$ cat config.mk
export PLATFORM = sky130hd
export DESIGN_NAME = tap_ctrl
export DESIGN_NICKNAME = d
export VERILOG_FILES = /design/src/rtl/tap_pkg.sv /design/src/rtl/tap_fsm.sv /design/src/rtl/tap_ir.sv /design/src/rtl/tap_dr.sv /design/src/rtl/tap_ctrl.sv
export SDC_FILE = /design/constraint.sdc
export NUM_CORES = 1
export LEC_CHECK = 0
export CORE_UTILIZATION = 52
export CTS_BUF_LIST = sky130_fd_sc_hd__clkbuf_4 sky130_fd_sc_hd__clkbuf_8
export DETAILED_ROUTE_END_ITERATION = 10
export DONT_BUFFER_PORTS = 1
export GPL_TIMING_DRIVEN = 0
export HOLD_SLACK_MARGIN = 0.1
export PLACE_DENSITY = 0.7
export SETUP_SLACK_MARGIN = 0.4
export SYNTH_ARGS = -nofsm -noshare
export SYNTH_HDL_FRONTEND = slang
export SYNTH_HIERARCHICAL = 1
export SYNTH_SLANG_ARGS = --single-unit
$ cat constraint.sdc
create_clock -name tck -period 2.2 [get_ports tck]
set_input_delay 0 -clock tck [delete_from_list [all_inputs] [get_ports tck]]
set_output_delay 0 -clock tck [all_outputs]
set_load 0.03 [all_outputs]
$ cat src/rtl/tap_pkg.sv
package tap_pkg;

  typedef enum logic [3:0] {
    S_TLR, S_RTI, S_SELDR, S_CAPDR, S_SHDR, S_EX1DR, S_PADR, S_EX2DR,
    S_UPDR, S_SELIR, S_CAPIR, S_SHIR, S_EX1IR, S_PAIR, S_EX2IR, S_UPIR
  } tap_state_e;

  localparam int IR_W = 4;
  localparam logic [IR_W-1:0] IR_CAPTURE = 4'b0001;

  localparam logic [IR_W-1:0] OP_ID      = 4'b0000;
  localparam logic [IR_W-1:0] OP_PRELOAD = 4'b0010;
  localparam logic [IR_W-1:0] OP_SAMPLE  = 4'b0011;
  localparam logic [IR_W-1:0] OP_EXTEST  = 4'b0100;
  localparam logic [IR_W-1:0] OP_FDBG0   = 4'b0101;
  localparam logic [IR_W-1:0] OP_FDBG1   = 4'b0110;
  localparam logic [IR_W-1:0] OP_FDBG2   = 4'b0111;
  localparam logic [IR_W-1:0] OP_DBG0    = 4'b1000;
  localparam logic [IR_W-1:0] OP_HIGHZ   = 4'b1001;
  localparam logic [IR_W-1:0] OP_DBG1    = 4'b1010;

  typedef enum logic [1:0] {DR_BYP, DR_ID, DR_BSR, DR_EXT} dr_sel_e;

  typedef struct packed {
    dr_sel_e sel;
    logic    upd_en;
    logic    ext;
    logic    hiz;
    logic    frst;
    logic    dbg;
    logic    fdbg;
  } ir_dec_t;

  function automatic ir_dec_t decode(input logic [IR_W-1:0] op);
    ir_dec_t d;
    d = '{sel: DR_BYP, default: 1'b0};
    case (op)
      OP_ID:      d.sel = DR_ID;
      OP_SAMPLE:  d.sel = DR_BSR;
      OP_PRELOAD: begin d.sel = DR_BSR; d.upd_en = 1'b1; end
      OP_EXTEST:  begin d.sel = DR_BSR; d.upd_en = 1'b1; d.ext = 1'b1; d.frst = 1'b1; end
      OP_HIGHZ:   begin d.hiz = 1'b1; d.frst = 1'b1; end
      OP_DBG0, OP_DBG1: begin d.sel = DR_EXT; d.dbg = 1'b1; end
      OP_FDBG0, OP_FDBG1, OP_FDBG2: d.fdbg = 1'b1;
      default: ;
    endcase
    return d;
  endfunction

endpackage

$ cat src/rtl/tap_fsm.sv
module tap_fsm
  import tap_pkg::*;
(
  input  logic       clk,
  input  logic       rst,
  input  logic       tms,
  output tap_state_e state
);

  tap_state_e nxt;

  always_comb begin
    nxt = state;
    case (state)
      S_TLR:   nxt = tms ? S_TLR   : S_RTI;
      S_RTI:   nxt = tms ? S_SELDR : S_RTI;
      S_SELDR: nxt = tms ? S_SELIR : S_CAPDR;
      S_CAPDR: nxt = tms ? S_EX1DR : S_SHDR;
      S_SHDR:  nxt = tms ? S_EX1DR : S_SHDR;
      S_EX1DR: nxt = tms ? S_UPDR  : S_PADR;
      S_PADR:  nxt = tms ? S_EX2DR : S_PADR;
      S_EX2DR: nxt = tms ? S_UPDR  : S_SHDR;
      S_UPDR:  nxt = tms ? S_SELDR : S_RTI;
      S_SELIR: nxt = tms ? S_TLR   : S_CAPIR;
      S_CAPIR: nxt = tms ? S_EX1IR : S_SHIR;
      S_SHIR:  nxt = tms ? S_EX1IR : S_SHIR;
      S_EX1IR: nxt = tms ? S_UPIR  : S_PAIR;
      S_PAIR:  nxt = tms ? S_EX2IR : S_PAIR;
      S_EX2IR: nxt = tms ? S_UPIR  : S_SHIR;
      S_UPIR:  nxt = tms ? S_SELDR : S_RTI;
      default: nxt = S_TLR;
    endcase
  end

  always_ff @(posedge clk) begin
    if (rst) state <= S_TLR;
    else     state <= nxt;
  end

endmodule

$ cat src/rtl/tap_ir.sv
module tap_ir
  import tap_pkg::*;
(
  input  logic       clk,
  input  logic       rst,
  input  logic       tdi,
  input  tap_state_e state,
  output logic       ir_lsb,
  output ir_dec_t    dec
);

  logic [IR_W-1:0] ir_sh;

  always_ff @(posedge clk) begin
    if (rst || state == S_TLR) begin
      ir_sh <= '0;
      dec   <= decode(OP_ID);
    end else begin
      case (state)
        S_CAPIR: ir_sh <= IR_CAPTURE;
        S_SHIR:  ir_sh <= {tdi, ir_sh[IR_W-1:1]};
        S_UPIR:  dec   <= decode(ir_sh);
        default: ;
      endcase
    end
  end

  assign ir_lsb = ir_sh[0];

endmodule

$ cat src/rtl/tap_dr.sv
module tap_dr
  import tap_pkg::*;
#(
  parameter int          BSR_W  = 8,
  parameter logic [31:0] IDCODE = 32'h0000_0001
) (
  input  logic             clk,
  input  logic             rst,
  input  logic             tdi,
  input  tap_state_e       state,
  input  dr_sel_e          sel,
  input  logic             upd_en,
  input  logic [BSR_W-1:0] pin_in,
  output logic             dr_lsb,
  output logic [BSR_W-1:0] pin_out
);

  localparam int ID_W = 32;
  localparam logic [ID_W-1:0] ID_VAL = {IDCODE[ID_W-1:1], 1'b1};

  logic [ID_W-1:0]  id_sh;
  logic             byp_q;
  logic [BSR_W-1:0] bsr_sh;
  logic [BSR_W-1:0] bsr_nx;

  generate
    if (BSR_W > 1) begin : g_wide
      assign bsr_nx = {tdi, bsr_sh[BSR_W-1:1]};
    end else begin : g_one
      assign bsr_nx = tdi;
    end
  endgenerate

  always_ff @(posedge clk) begin
    if (rst) begin
      id_sh   <= ID_VAL;
      byp_q   <= 1'b0;
      bsr_sh  <= '0;
      pin_out <= '0;
    end else begin
      case (state)
        S_CAPDR: begin
          id_sh  <= ID_VAL;
          byp_q  <= 1'b0;
          bsr_sh <= pin_in;
        end
        S_SHDR: begin
          case (sel)
            DR_ID:   id_sh  <= {tdi, id_sh[ID_W-1:1]};
            DR_BYP:  byp_q  <= tdi;
            DR_BSR:  bsr_sh <= bsr_nx;
            default: ;
          endcase
        end
        S_UPDR: if (upd_en && sel == DR_BSR) pin_out <= bsr_sh;
        default: ;
      endcase
    end
  end

  always_comb begin
    case (sel)
      DR_ID:   dr_lsb = id_sh[0];
      DR_BSR:  dr_lsb = bsr_sh[0];
      DR_BYP:  dr_lsb = byp_q;
      default: dr_lsb = 1'b0;
    endcase
  end

endmodule

$ cat src/rtl/tap_ctrl.sv
module tap_ctrl
  import tap_pkg::*;
#(
  parameter int          BSR_W  = 8,
  parameter logic [31:0] IDCODE = 32'h0000_0001
) (
  input  logic             tck,
  input  logic             trst,
  input  logic             tms,
  input  logic             tdi,
  input  logic             dbg_tdo,
  input  logic [BSR_W-1:0] pin_in,
  output logic             tdo,
  output logic             tdo_oe,
  output logic [BSR_W-1:0] pin_out,
  output logic             pin_ext,
  output logic             pin_hiz,
  output logic             func_rst,
  output logic             dbg_sel,
  output logic             fdbg_sel
);

  tap_state_e state;
  ir_dec_t    dec;
  logic       ir_lsb;
  logic       dr_lsb;
  logic       tdo_nx;

  tap_fsm u_fsm (.clk(tck), .rst(trst), .tms(tms), .state(state));

  tap_ir u_ir (
    .clk(tck), .rst(trst), .tdi(tdi), .state(state),
    .ir_lsb(ir_lsb), .dec(dec)
  );

  tap_dr #(.BSR_W(BSR_W), .IDCODE(IDCODE)) u_dr (
    .clk(tck), .rst(trst), .tdi(tdi), .state(state),
    .sel(dec.sel), .upd_en(dec.upd_en), .pin_in(pin_in),
    .dr_lsb(dr_lsb), .pin_out(pin_out)
  );

  always_comb begin
    if (state == S_SHIR)      tdo_nx = ir_lsb;
    else if (state == S_SHDR) tdo_nx = (dec.sel == DR_EXT) ? dbg_tdo : dr_lsb;
    else                      tdo_nx = 1'b0;
  end

  always_ff @(negedge tck) begin
    if (trst) begin
      tdo    <= 1'b0;
      tdo_oe <= 1'b0;
    end else begin
      tdo    <= tdo_nx;
      tdo_oe <= (state == S_SHIR) || (state == S_SHDR);
    end
  end

  assign pin_ext  = dec.ext;
  assign pin_hiz  = dec.hiz;
  assign func_rst = dec.frst;
  assign dbg_sel  = dec.dbg;
  assign fdbg_sel = dec.fdbg;

endmodule

# Yosys cells after proc, flatten, opt, wreduce, memory -nomap -nowiden
# Cells that the tools add are included.
totals:
  register_bits: 67
  in_bits: 13
  out_inout_bits: 15
  word_cells: 96
classes:
  eq_ne: 30
  n_mux: 31
  reduce_logical: 20
ops:
  columns: ["op", "n"]
  rows:
  - ["32-bit one-hot mux with 2 select lines", 1]
  - ["4-bit one-hot mux with 12 select lines", 1]
  - ["4-bit equality test, second input constant", 11]
  - ["4-bit by 3-bit equality test with 1-bit output, second input constant", 8]
  - ["32-bit two-way mux", 1]
  - ["4-bit by 2-bit equality test with 1-bit output, second input constant", 4]
  - ["4-bit two-way mux", 4]
  - ["8-bit one-hot mux with 2 select lines", 1]
  - ["1-bit two-way mux", 13]
  - ["2-bit OR reduction", 5]
  - ["3-bit OR reduction", 3]
  - ["4-bit zero test", 2]
  - ["8-bit two-way mux", 1]
  - ["4-bit one-hot mux with 2 select lines", 1]
  - ["2-bit AND reduction", 4]
  - ["2-bit two-way mux", 3]
  - ["3-bit two-way mux", 2]
  - ["2-bit by 1-bit != test with 1-bit output, second input constant", 3]
  - ["2-bit one-hot mux with 3 select lines", 1]
  - ["2-bit equality test, second input constant", 2]
  - ["4-bit by 1-bit equality test with 1-bit output, second input constant", 1]
  - ["2-bit nonzero test", 2]
  - ["1-bit one-hot mux with 3 select lines", 1]
  - ["2-bit by 1-bit equality test with 1-bit output, second input constant", 1]
  - ["4 further kinds", 5]

# Depth between registers and ports, before layout
# Gate-level depths: netlist (run 1).
depth:
  ltp_word: 5
  mapped_depth: 6
  ltp_nobuf: 5

# Cells and area by module
# The synthesis (run 1) kept the hierarchy.
by_module_without_submodules:
  columns: ["module", "n_inst", "cells_per_inst", "area_each_um2", "seq_area_each_um2"]
  rows:
  - ["tap_dr", 1, 250, 2502.4, 980.9]
  - ["tap_ir", 1, 65, 555.5, 240.2]
  - ["tap_fsm", 1, 39, 331.6, 80.1]
  - ["tap_ctrl", 1, 10, 107.6, 40.0]

==> summary.txt, run 1 <==
Global routing
  – Grt total ovfl: 0
  – Largest net degree at the start of global routing: 19
  – GRT Total Usage: around 25%
  – Antenna violations before repair: 0
  – Global-route wire length before repair: 14200 um
  – Vias in the first global route: 2906

Cells and area
  – Ant diodes: 0
  – P&R area growth vs syn: 20.7%
  – Reg area: approximately 1400 um2
  – Fill count: 493
  – Fin nets: 423
  – Layout cells sized above 1: around 30%
  – Area occupied by multi-input gates: just under 2000 um2

Synth
  – Synth Cell Area: 3500 um2
  – Synthesis-stage register bit count: between 60 and 70
  – Top cells by area, synth: dfxtp_1 (38%), o211ai_2 (11%), o2111ai_1 (7.8%), a21oi_1 (7.0%), a211oi_1 (3.9%)
  – Yosys top cell area share: 38.4%
  – Post-synth ARST share: 0%
  – Most common cell in the netlist: dfxtp_1
  – Syn Nets: 377
  – Warnings from Yosys: 6
  – Cells after synthesis: 364
  – Post-synthesis sequential area ratio: a little under two fifths
  – Most instantiated cells after synthesis: dfxtp_1 (67), a21oi_1 (49), o2111ai_1 (31), o211ai_2 (30), a211oi_1 (18)
  – Synth cell types: 55
  – Largest area contributor in the synthesized netlist: dfxtp_1
  – Top_reg_cell synth: dfxtp_1
  – EDFF count, synth: 0
  – Post-synthesis area per instance: 9.61 um2

Worst setup path
  – WP data arrival: about 1500 ps
  – Reg2reg start: u_fsm/state[1]
  – Endpoint class of the critical path: register
  – FF-to-FF End: tdo
  – Crit path kind: register to register
  – CP required: 1390 ps
  – Worst Reg-to-Reg Cells: 2
  – CP max FO: 2
  – Worst setup SP type: register
  – Register-to-Register Setup Slack: -150 ps

Detailed routing
  – DRC Markers: 0
  – Wire per inst: approximately 18 um
  – Vias/cell: 6.32
  – 1st-iter DRT viols: 140
  – Antenna-violating nets left: 0
  – DRT Pass-1 Iters: 5
  – Routed WL: between 8000 and 9000 um
  – Vias: 3109

Clock network
  – CTS tree: built
  – Cts bufs inserted: 9
  – Worst skew pair latency: approximately 390 ps
  – Root buf cell: clkbuf_8
  – Max Buffers Root-to-Sink: 2
  – Clock Sinks: 67
  – H-tree depth: 3
  – Reg clk slew, reported paths: approximately 70 ps

Power and ir drop
  – P_sw: 0.680 mW
  – P per Cell Area: between 500 and 600 nW/um2
  – Max VDD drop: 0.445 mV
  – Static Leakage: 1.29 nW
  – P_int: 1.80 mW
  – Clock power share: 38.6%
  – Part of the power in combinational logic: roughly an eighth
  – Tot Pwr: 2.48 mW
  – Sw Share: 27.4%
  – Sequential power share: 49.6%

Run
  – Maxcap violations: 0

Status
  – Status: complete, but fails checks
  – Failing checks: negative setup slack

STA
  – Relative slew slack: between 60% and 70%
  – Setup ws final: -147 ps
  – Fin Setup TNS: -248 ps
  – RSZ-0062 raised after global routing: yes
  – Fin. Hold Viols: 0
  – Worst Tran Pin Value: 577 ps
  – Final Max Tran Viols: 0
  – Clk_skew: 45.8 ps
  – Setup Viol. Count Final: 2

Placed design
  – GPL Wtd Cong: 0.753
  – I/O Buffers: 0
  – DP Worst Slack: -363 ps
  – Hpwl dp: 5090 um

Floorplanning
  – Die X: 84.0 um
  – Initial Util: 54.5%
  – Die Y: 84.0 um
  – # IOs: 28
  – Core footprint: 6420 um2
  – Die area: 7060 um2
  – Site row count: 29

Min path
  – Hold endpoint: u_dr/bsr_sh[3]
  – Hold Crit Start: trst
  – Worst Hold Class: primary input to register
  – Worst hold path stage count: 2
==> metal layers <==
| layer | routed length [um] | part of all wire, % | up-vias | track usage (%) |
|---|---|---|---|---|
| met5 | 0 | 0 | - | 0 |
| met4 | 100 | 1.2 | 0 | 9.25 |
| met3 | 355 | 4.1 | 10 | 4.65 |
| met2 | 4110 | 47 | 79 | 39.3 |
| met1 | 4110 | 47 | 1507 | 34.1 |
| li1 | - | - | 1513 | - |
==> power by group through the flow <==
stage,logic [mW],clock network [mW],registers (mW)
after floorplan,0.178,0.00854,1.27
after global placement,0.216,0.00854,1.27
final,0.293,0.955,1.23
after global routing,0.312,1.03,1.23
after CTS,0.269,0.975,1.23
after detailed placement,0.218,0.00854,1.28
==> timing repair <==
action	4_1_cts	5_1_grt
gates cloned	0	1
endpoints found under the setup margin	5	52
pin swaps	0	4
setup buffers	7	7
endpoints found under the hold margin	36	4
gates resized for setup	15	31
hold buffers	18	1
==> flip-flops by register name (all words and copies together), names as in the netlist <==
signal	flops
u_ir/ir_sh	4
u_dr/id_sh	32
u_ir/dec	8
u_fsm/state	4
tdo	1
tdo_oe	1
u_dr/bsr_sh	8
u_dr/byp_q	1
u_dr/pin_out	8
==> worst max-delay path: stages, from the launching register on <==
cell and delay, ps:
dfxtp_4 350, or4b_4 560, o32ai_4 280
==> through the flow <==
stage	instances	utilization, %	area (um2)	hold WS (ps)
after floorplan	364	-	3520	62.0
after global placement	441	56.3	3620	73.4
after detailed placement	441	56.3	3620	72.5
after CTS	483	63.6	4080	-301
after global routing	492	65.7	4220	195
final	492	65.7	4220	165
==> how the worst max path moves through the flow <==
stage	from	endpoint	slack [ps]	cells after the start
final	u_fsm/state[1]	tdo	-150	2
after global routing	u_fsm/state[1]	tdo	-160	2
after CTS	u_fsm/state[1]	tdo	-130	2
after detailed placement	u_ir/dec[6]	tdo	-360	6
after global placement	u_ir/dec[6]	tdo	-310	6
after floorplan	u_fsm/state[1]	tdo	-100	2
==> cells by family after synthesis <==
| group | after synthesis | synth area share [%] |
|---|---|---|
| flip-flops | 67 | 38.4 |
| AO/OA/AOI/OAI | 153 | 34.8 |
| AND/OR/NAND/NOR | 80 | 15.0 |
| XOR/XNOR | 2 | 0.501 |
| buffers and inverters | 49 | 7.62 |
| multiplexers | 13 | 3.72 |
==> cell usage in the layout, fill, tap and decap left out, types with 5 or more instances in the layout <==
master,count
inv_1,7
buf_2,13
mux2i_1,12
dfxtp_1,60
buf_4,17
o2111ai_1,31
a211oi_1,17
nand2b_1,7
clkbuf_8,13
nand2_1,13
dfxtp_4,7
dlygate4sd3_1,19
nand3_1,14
a21oi_1,48
nor2_1,11
clkbuf_2,5
buf_6,7
o21ai_1,8
o211ai_2,30
clkbuf_1,9
==> layout make-up <==
cell class / instances / share of cell area (%)
multi-input cells: 248 / 46.4
flip-flops and latches: 67 / 32.4
repair buffers: 34 / 7.20
inverters: 5 / 0.445
plain buffers: 43 / 6.85
clock buffers: 11 / 3.59
clock inverters: 7 / 0.830
well taps: 77 / 2.28
No activity file was read; power rests on OpenSTA's default activity.
==> run 2, diff against run 1 <==
- ABC_AREA: not set -> 1
==> summary.txt, run 2 <==
Floorplanning
  – Initial Util: 54.3%
  – Die Y: around 84 um
  – Core footprint: 6390 um2
  – Die area: 7000 um2
  – Site row count: 29
  – Die X: 83.7 um
  – # IOs: 28

Placed design
  – I/O Buffers: 0
  – GPL Wtd Cong: 0.837
  – Hpwl dp: 5260 um
  – Placed cell areas: between 3000 and 4000 um2
  – DP Worst Slack: ~48 ps

Worst setup path
  – CP max FO: 3
  – Worst-path cell chain: inv_4, nand2_2, o211ai_1, nand2_1, nand2_2, nand2_2, a21oi_2
  – Most used cell, CP: nand2_2
  – FF-to-FF End: tdo
  – Slowest cell delay on critical path: 360 ps
  – Worst setup SP type: register
  – Worst Reg-to-Reg Cells: 7
  – CP required: between 1000 and 1500 ps
  – Endpoint class of the critical path: register
  – Crit path kind: register to register
  – Slowest cell on the critical path: dfxtp_4
  – Register-to-Register Setup Slack: 80 ps
  – WP data arrival: 1330 ps
  – Reg2reg start: u_ir/dec[6]

STA
  – Fin. Hold Viols: 0
  – Setup Viol. Count Final: 0
  – Clk_skew: 50.0 ps
  – Final Max Tran Viols: 0
  – Worst Tran Pin Value: 529 ps
  – Relative slew slack: 64.7%
  – RSZ-0062 raised after global routing: yes
  – Setup ws final: 75.9 ps

Synth
  – Synth Cell Area: 3470 um2
  – Top cells by area, synth: dfxtp_1 (39%), nor2_1 (13%), nand2_1 (13%), nand3_1 (8.8%), inv_1 (6.3%)
  – Warnings from Yosys: 6
  – Most common cell in the netlist: nor2_1
  – Post-synth ARST share: 0%
  – Top_reg_cell synth: dfxtp_1
  – Yosys top cell area share: 38.7%
  – Most instantiated cells after synthesis: nor2_1 (118), nand2_1 (117), dfxtp_1 (67), nand3_1 (61), inv_1 (58)
  – Post-synthesis sequential area ratio: between 30% and 40%
  – Largest area contributor in the synthesized netlist: dfxtp_1
  – Synthesis-stage register bit count: 67
  – Synth cell types: 24
  – Syn Nets: 552
  – Cells after synthesis: approximately 540
  – EDFF count, synth: 0
  – Post-synthesis area per instance: 6.43 um2

Clock network
  – Clock Sinks: 67
  – H-tree depth: 3
  – Root buf cell: clkbuf_8
  – CTS tree: built
  – Reg clk slew, reported paths: roughly 70 ps
  – Cts bufs inserted: 9
  – Max Buffers Root-to-Sink: 2
  – Worst skew pair latency: approximately 370 ps

Global routing
  – Antenna violations before repair: 0
  – Grt total ovfl: 0
  – Largest net degree at the start of global routing: 11
  – Global-route wire length before repair: between 10000 and 15000 um
  – GRT Total Usage: about a quarter
  – Vias in the first global route: roughly 3300

Status
  – Status: completed

Cells and area
  – P&R area growth vs syn: 16.4%
  – Fin nets: 588
  – Layout cells sized above 1: 16.4%
  – Fin area: between 4000 and 5000 um2
  – Most flops, register: u_dr/id_sh
  – Ant diodes: 0
  – Max reg flops: 32
  – Commonest non-fill, non-tap cell in the layout: nor2_1
  – Commonest non-fill, non-tap cells in the layout: nor2_1 (114), nand2_1 (112), nand3_1 (61)

Detailed routing
  – Routed WL: 8290 um
  – DRC Markers: 0
  – Vias/cell: 5.20
  – Vias: 3408
  – Antenna-violating nets left: 0
  – Wire per inst: between 10 and 15 um
  – DRT Pass-1 Iters: 4
  – 1st-iter DRT viols: 178

Power and ir drop
  – Tot Pwr: 2.51 mW
  – P per Cell Area: 622 nW/um2
  – Max VDD drop: around 0.37 mV
  – Static Leakage: 1.85 nW

Min path
  – Hold endpoint: u_dr/id_sh[4]
  – Worst Hold Class: primary input to register
  – Worst hold path stage count: 4
  – Hold Crit Start: trst

Run
  – Maxcap violations: 0
[run 2: power by group]
part / switching (mW) / internal (mW) / total (mW)
Combinational: 0.160 / 0.101 / 0.261
Clock: 0.441 / 0.555 / 0.996
Sequential: 0.0152 / 1.24 / 1.25
Total: 0.616 / 1.89 / 2.51
[run 2: worst max-delay path: cells and delay by family (launching register included)]
family | cells | cell delay (ps)
flip-flops | 1 | 360
AND/OR/NAND/NOR | 4 | 280
AO/OA/AOI/OAI | 2 | 310
buffers and inverters | 1 | 70
[run 2: worst max path at each step]
stage / to / slack, ps / start / depth (start not counted)
3_3_place_gp: tdo / 50 / u_ir/dec[6] / 7
3_5_place_dp: tdo / 50 / u_ir/dec[6] / 7
4_1_cts: tdo / 100 / u_ir/dec[6] / 7
6_report: tdo / 80 / u_ir/dec[6] / 7
5_1_grt: tdo / -7 / u_ir/dec[6] / 8
2_1_floorplan: tdo / 170 / u_ir/dec[6] / 8
[run 2: repair_timing]
action / in CTS / in global routing
pin swaps: 4 / 7
hold buffers: 12 / 1
gates resized for setup: 12 / 12
hold endpoints to repair: 26 / 1
setup buffers: 8 / 4
setup endpoints to repair: 4 / 6
[run 2: cell type report]
class,instances,area [um2]
plain buffers,26,169
clock buffers,11,145
clock inverters,5,46.3
fillers,617,2350
inverters,63,239
multi-input cells,382,1760
flip-flops and latches,67,1370
well taps,77,96.3
repair buffers,24,214
[run 2: kinds of logic (layout without fill, tap and decap cells)]
| family | Yosys count | after routing | synth area share, % |
|---|---|---|---|
| DFF | 67 | 67 | 38.7 |
| and+or+nand+nor | 319 | 319 | 39.8 |
| buffers and inverters | 90 | 129 | 11.7 |
| AOI/OAI and AO/OA | 63 | 63 | 9.88 |
[run 2: per-layer routing]
metal	up-vias	part of all wire [%]	GRT usage [%]
li1	1751	-	-
met1	1565	45	30.0
met2	81	49	42.1
met3	11	4.7	4.25
met4	0	1.4	11.1
met5	-	0	0
[run 2: per-stage QoR]
step	hold slack, ps	TNS [ps]	util (%)	instances
after floorplan	53.3	0	-	539
after global placement	56.0	0	56.1	616
after detailed placement	56.7	0	56.1	616
after CTS	105	0	62.3	651
after global routing	177	-7.08	63.2	655
final	125	0	63.2	655
==> run 3, diff against run 2 <==
- RECOVER_POWER: not set -> 100
==> summary.txt, run 3 (synthesis gave the netlist of run 2 again) <==
Worst setup path
  – Most used cell, CP: nand2_2
  – Buf/Inv on CP: 1
  – Register-to-Register Setup Slack: 70 ps
  – Crit path kind: register to register
  – FF-to-FF End: tdo
  – WP data arrival: 1330 ps
  – CP max FO: 3
  – Slowest cell on the critical path: dfxtp_4
  – Reg2reg start: u_ir/dec[6]
  – Worst-path cell chain: inv_4, nand2_2, o211ai_1, nand2_1, nand2_2, nand2_2, a21oi_2
  – Worst setup SP type: register
  – Worst Reg-to-Reg Cells: 7
  – Slowest cell delay on critical path: ~360 ps
  – Cell family with most CP delay: flip-flops
  – Endpoint class of the critical path: register
  – CP required: 1410 ps

Placed design
  – Placed cell areas: ~3600 um2
  – I/O Buffers: 0
  – GPL Wtd Cong: approximately 0.84
  – Placed Cells: 616
  – Hpwl dp: 5260 um

Min path
  – Worst Hold Class: primary input to register
  – Hold endpoint: u_dr/id_sh[4]
  – Worst hold path stage count: 4
  – Hold Crit Start: trst

Floorplanning
  – Die area: 7000 um2
  – Initial Util: between 50 and 60%
  – Die X: 83.7 um
  – Site row count: 29
  – Core footprint: 6390 um2
  – Die Y: 83.7 um
  – # IOs: 28

Global routing
  – Global Route met3 Usage: about 4.3%
  – M2 GR Usage: 42.1%
  – Grt total ovfl: 0
  – Global-route wire length before repair: 14200 um
  – GRT busiest layer: met2
  – Met1 Track Usage GR: 30.0%
  – Vias in the first global route: 3278
  – Antenna violations before repair: 0
  – GRT Total Usage: 24.6%
  – Largest net degree at the start of global routing: 11

Detailed routing
  – DRT Pass-1 Iters: 5
  – Antenna-violating nets left: 0
  – Vias: 3431
  – 1st-iter DRT viols: 169
  – Wire per inst: between 10 and 15 um
  – Routed WL: roughly 8200 um
  – Vias/cell: approximately 5.2
  – DRC Markers: 0

STA
  – Setup Viol. Count Final: 0
  – Relative slew slack: 60.8%
  – Fin. Hold Viols: 0
  – RSZ-0062 raised after global routing: yes
  – Final Max Tran Viols: 0
  – Worst Tran Pin Value: slightly below 600 ps
  – Clk_skew: 51.7 ps

Clock network
  – Reg clk slew, reported paths: 70 ps
  – Max Buffers Root-to-Sink: 2
  – Root buf cell: clkbuf_8
  – H-tree depth: 3
  – CTS tree: built
  – Cts bufs inserted: 9
  – Clock Sinks: 67
  – Worst skew pair latency: 370 ps

Cells and area
  – Reg area: 1360 um2
  – Max reg flops: 32
  – Commonest non-fill, non-tap cells in the layout: nor2_1 (115), nand2_1 (113), dfxtp_1 (62)
  – Area occupied by multi-input gates: 1740 um2
  – Fin nets: between 500 and 600
  – Ant diodes: 0
  – Final std cells w/o fill: 655
  – Fin area: approximately 4000 um2
  – P&R area growth vs syn: 14.8%
  – Commonest non-fill, non-tap cell in the layout: nor2_1
  – Most flops, register: u_dr/id_sh
  – Fill count: 627
  – Layout cells sized above 1: 13.8%

Run
  – Maxcap violations: 0

Power and ir drop
  – Max VDD drop: ~0.37 mV
  – P per Cell Area: roughly 630 nW/um2
  – Static Leakage: ~1.8 nW
  – Tot Pwr: about 2.5 mW

Status
  – Status: completed
run 3: cell count changes in the layout (fill, tap and decap cells not counted), sizes merged:
cell,change
clkbuf,+6
buf,-6
run 3: repair_timing:
item,in CTS,in global routing
gates resized for setup,12,12
setup endpoints to repair,4,6
hold buffers,12,1
hold endpoints to repair,26,1
pin swaps,4,7
buffers inserted,8,4
run 3: metrics by stage:
| step | setup TNS, ps | util (%) | hold WS (ps) | setup slack, ps |
|---|---|---|---|---|
| 2_1_floorplan | 0 | - | 53.3 | 172 |
| 3_3_place_gp | 0 | 56.1 | 56.0 | 46.3 |
| 3_5_place_dp | 0 | 56.1 | 56.7 | 48.4 |
| 4_1_cts | 0 | 62.3 | 105 | 98.1 |
| 5_1_grt | -6.44 | 62.4 | 177 | -6.44 |
| 6_report | 0 | 62.4 | 123 | 73.6 |
run 3: power by group:
part | internal, mW | total (mW) | switching, mW
registers | 1.24 | 1.25 | 0.0150
clock network | 0.555 | 0.997 | 0.442
logic | 0.0941 | 0.251 | 0.157
total | 1.89 | 2.50 | 0.614
run 3: routing by layer:
metal | vias to the layer above | routed length, um
met5 | - | 0
met4 | 0 | 112
met3 | 11 | 411
met2 | 93 | 4070
met1 | 1577 | 3630
li1 | 1750 | -
run 3: worst min-delay path: stages:
cell and delay [ps]:
inv_1 40, clkbuf_1 230, nand2_1 120, nor2_1 30
run 3: layout make-up:
cell class	instances	share of cell area, %
clock buffer	11	3.64
buffer	26	3.90
sequential	67	34.2
inverter	63	6.00
tap	77	2.42
multi-input combinational	382	43.6
clock inverter	5	1.16
timing repair buffer	24	5.09
run 3: how the worst max path moves through the flow:
stage | slack, ps | end | depth (start not counted) | start
2_1_floorplan | 170 | tdo | 8 | u_ir/dec[6]
3_3_place_gp | 50 | tdo | 7 | u_ir/dec[6]
3_5_place_dp | 50 | tdo | 7 | u_ir/dec[6]
6_report | 70 | tdo | 7 | u_ir/dec[6]
4_1_cts | 100 | tdo | 7 | u_ir/dec[6]
5_1_grt | -6 | tdo | 8 | u_ir/dec[6]
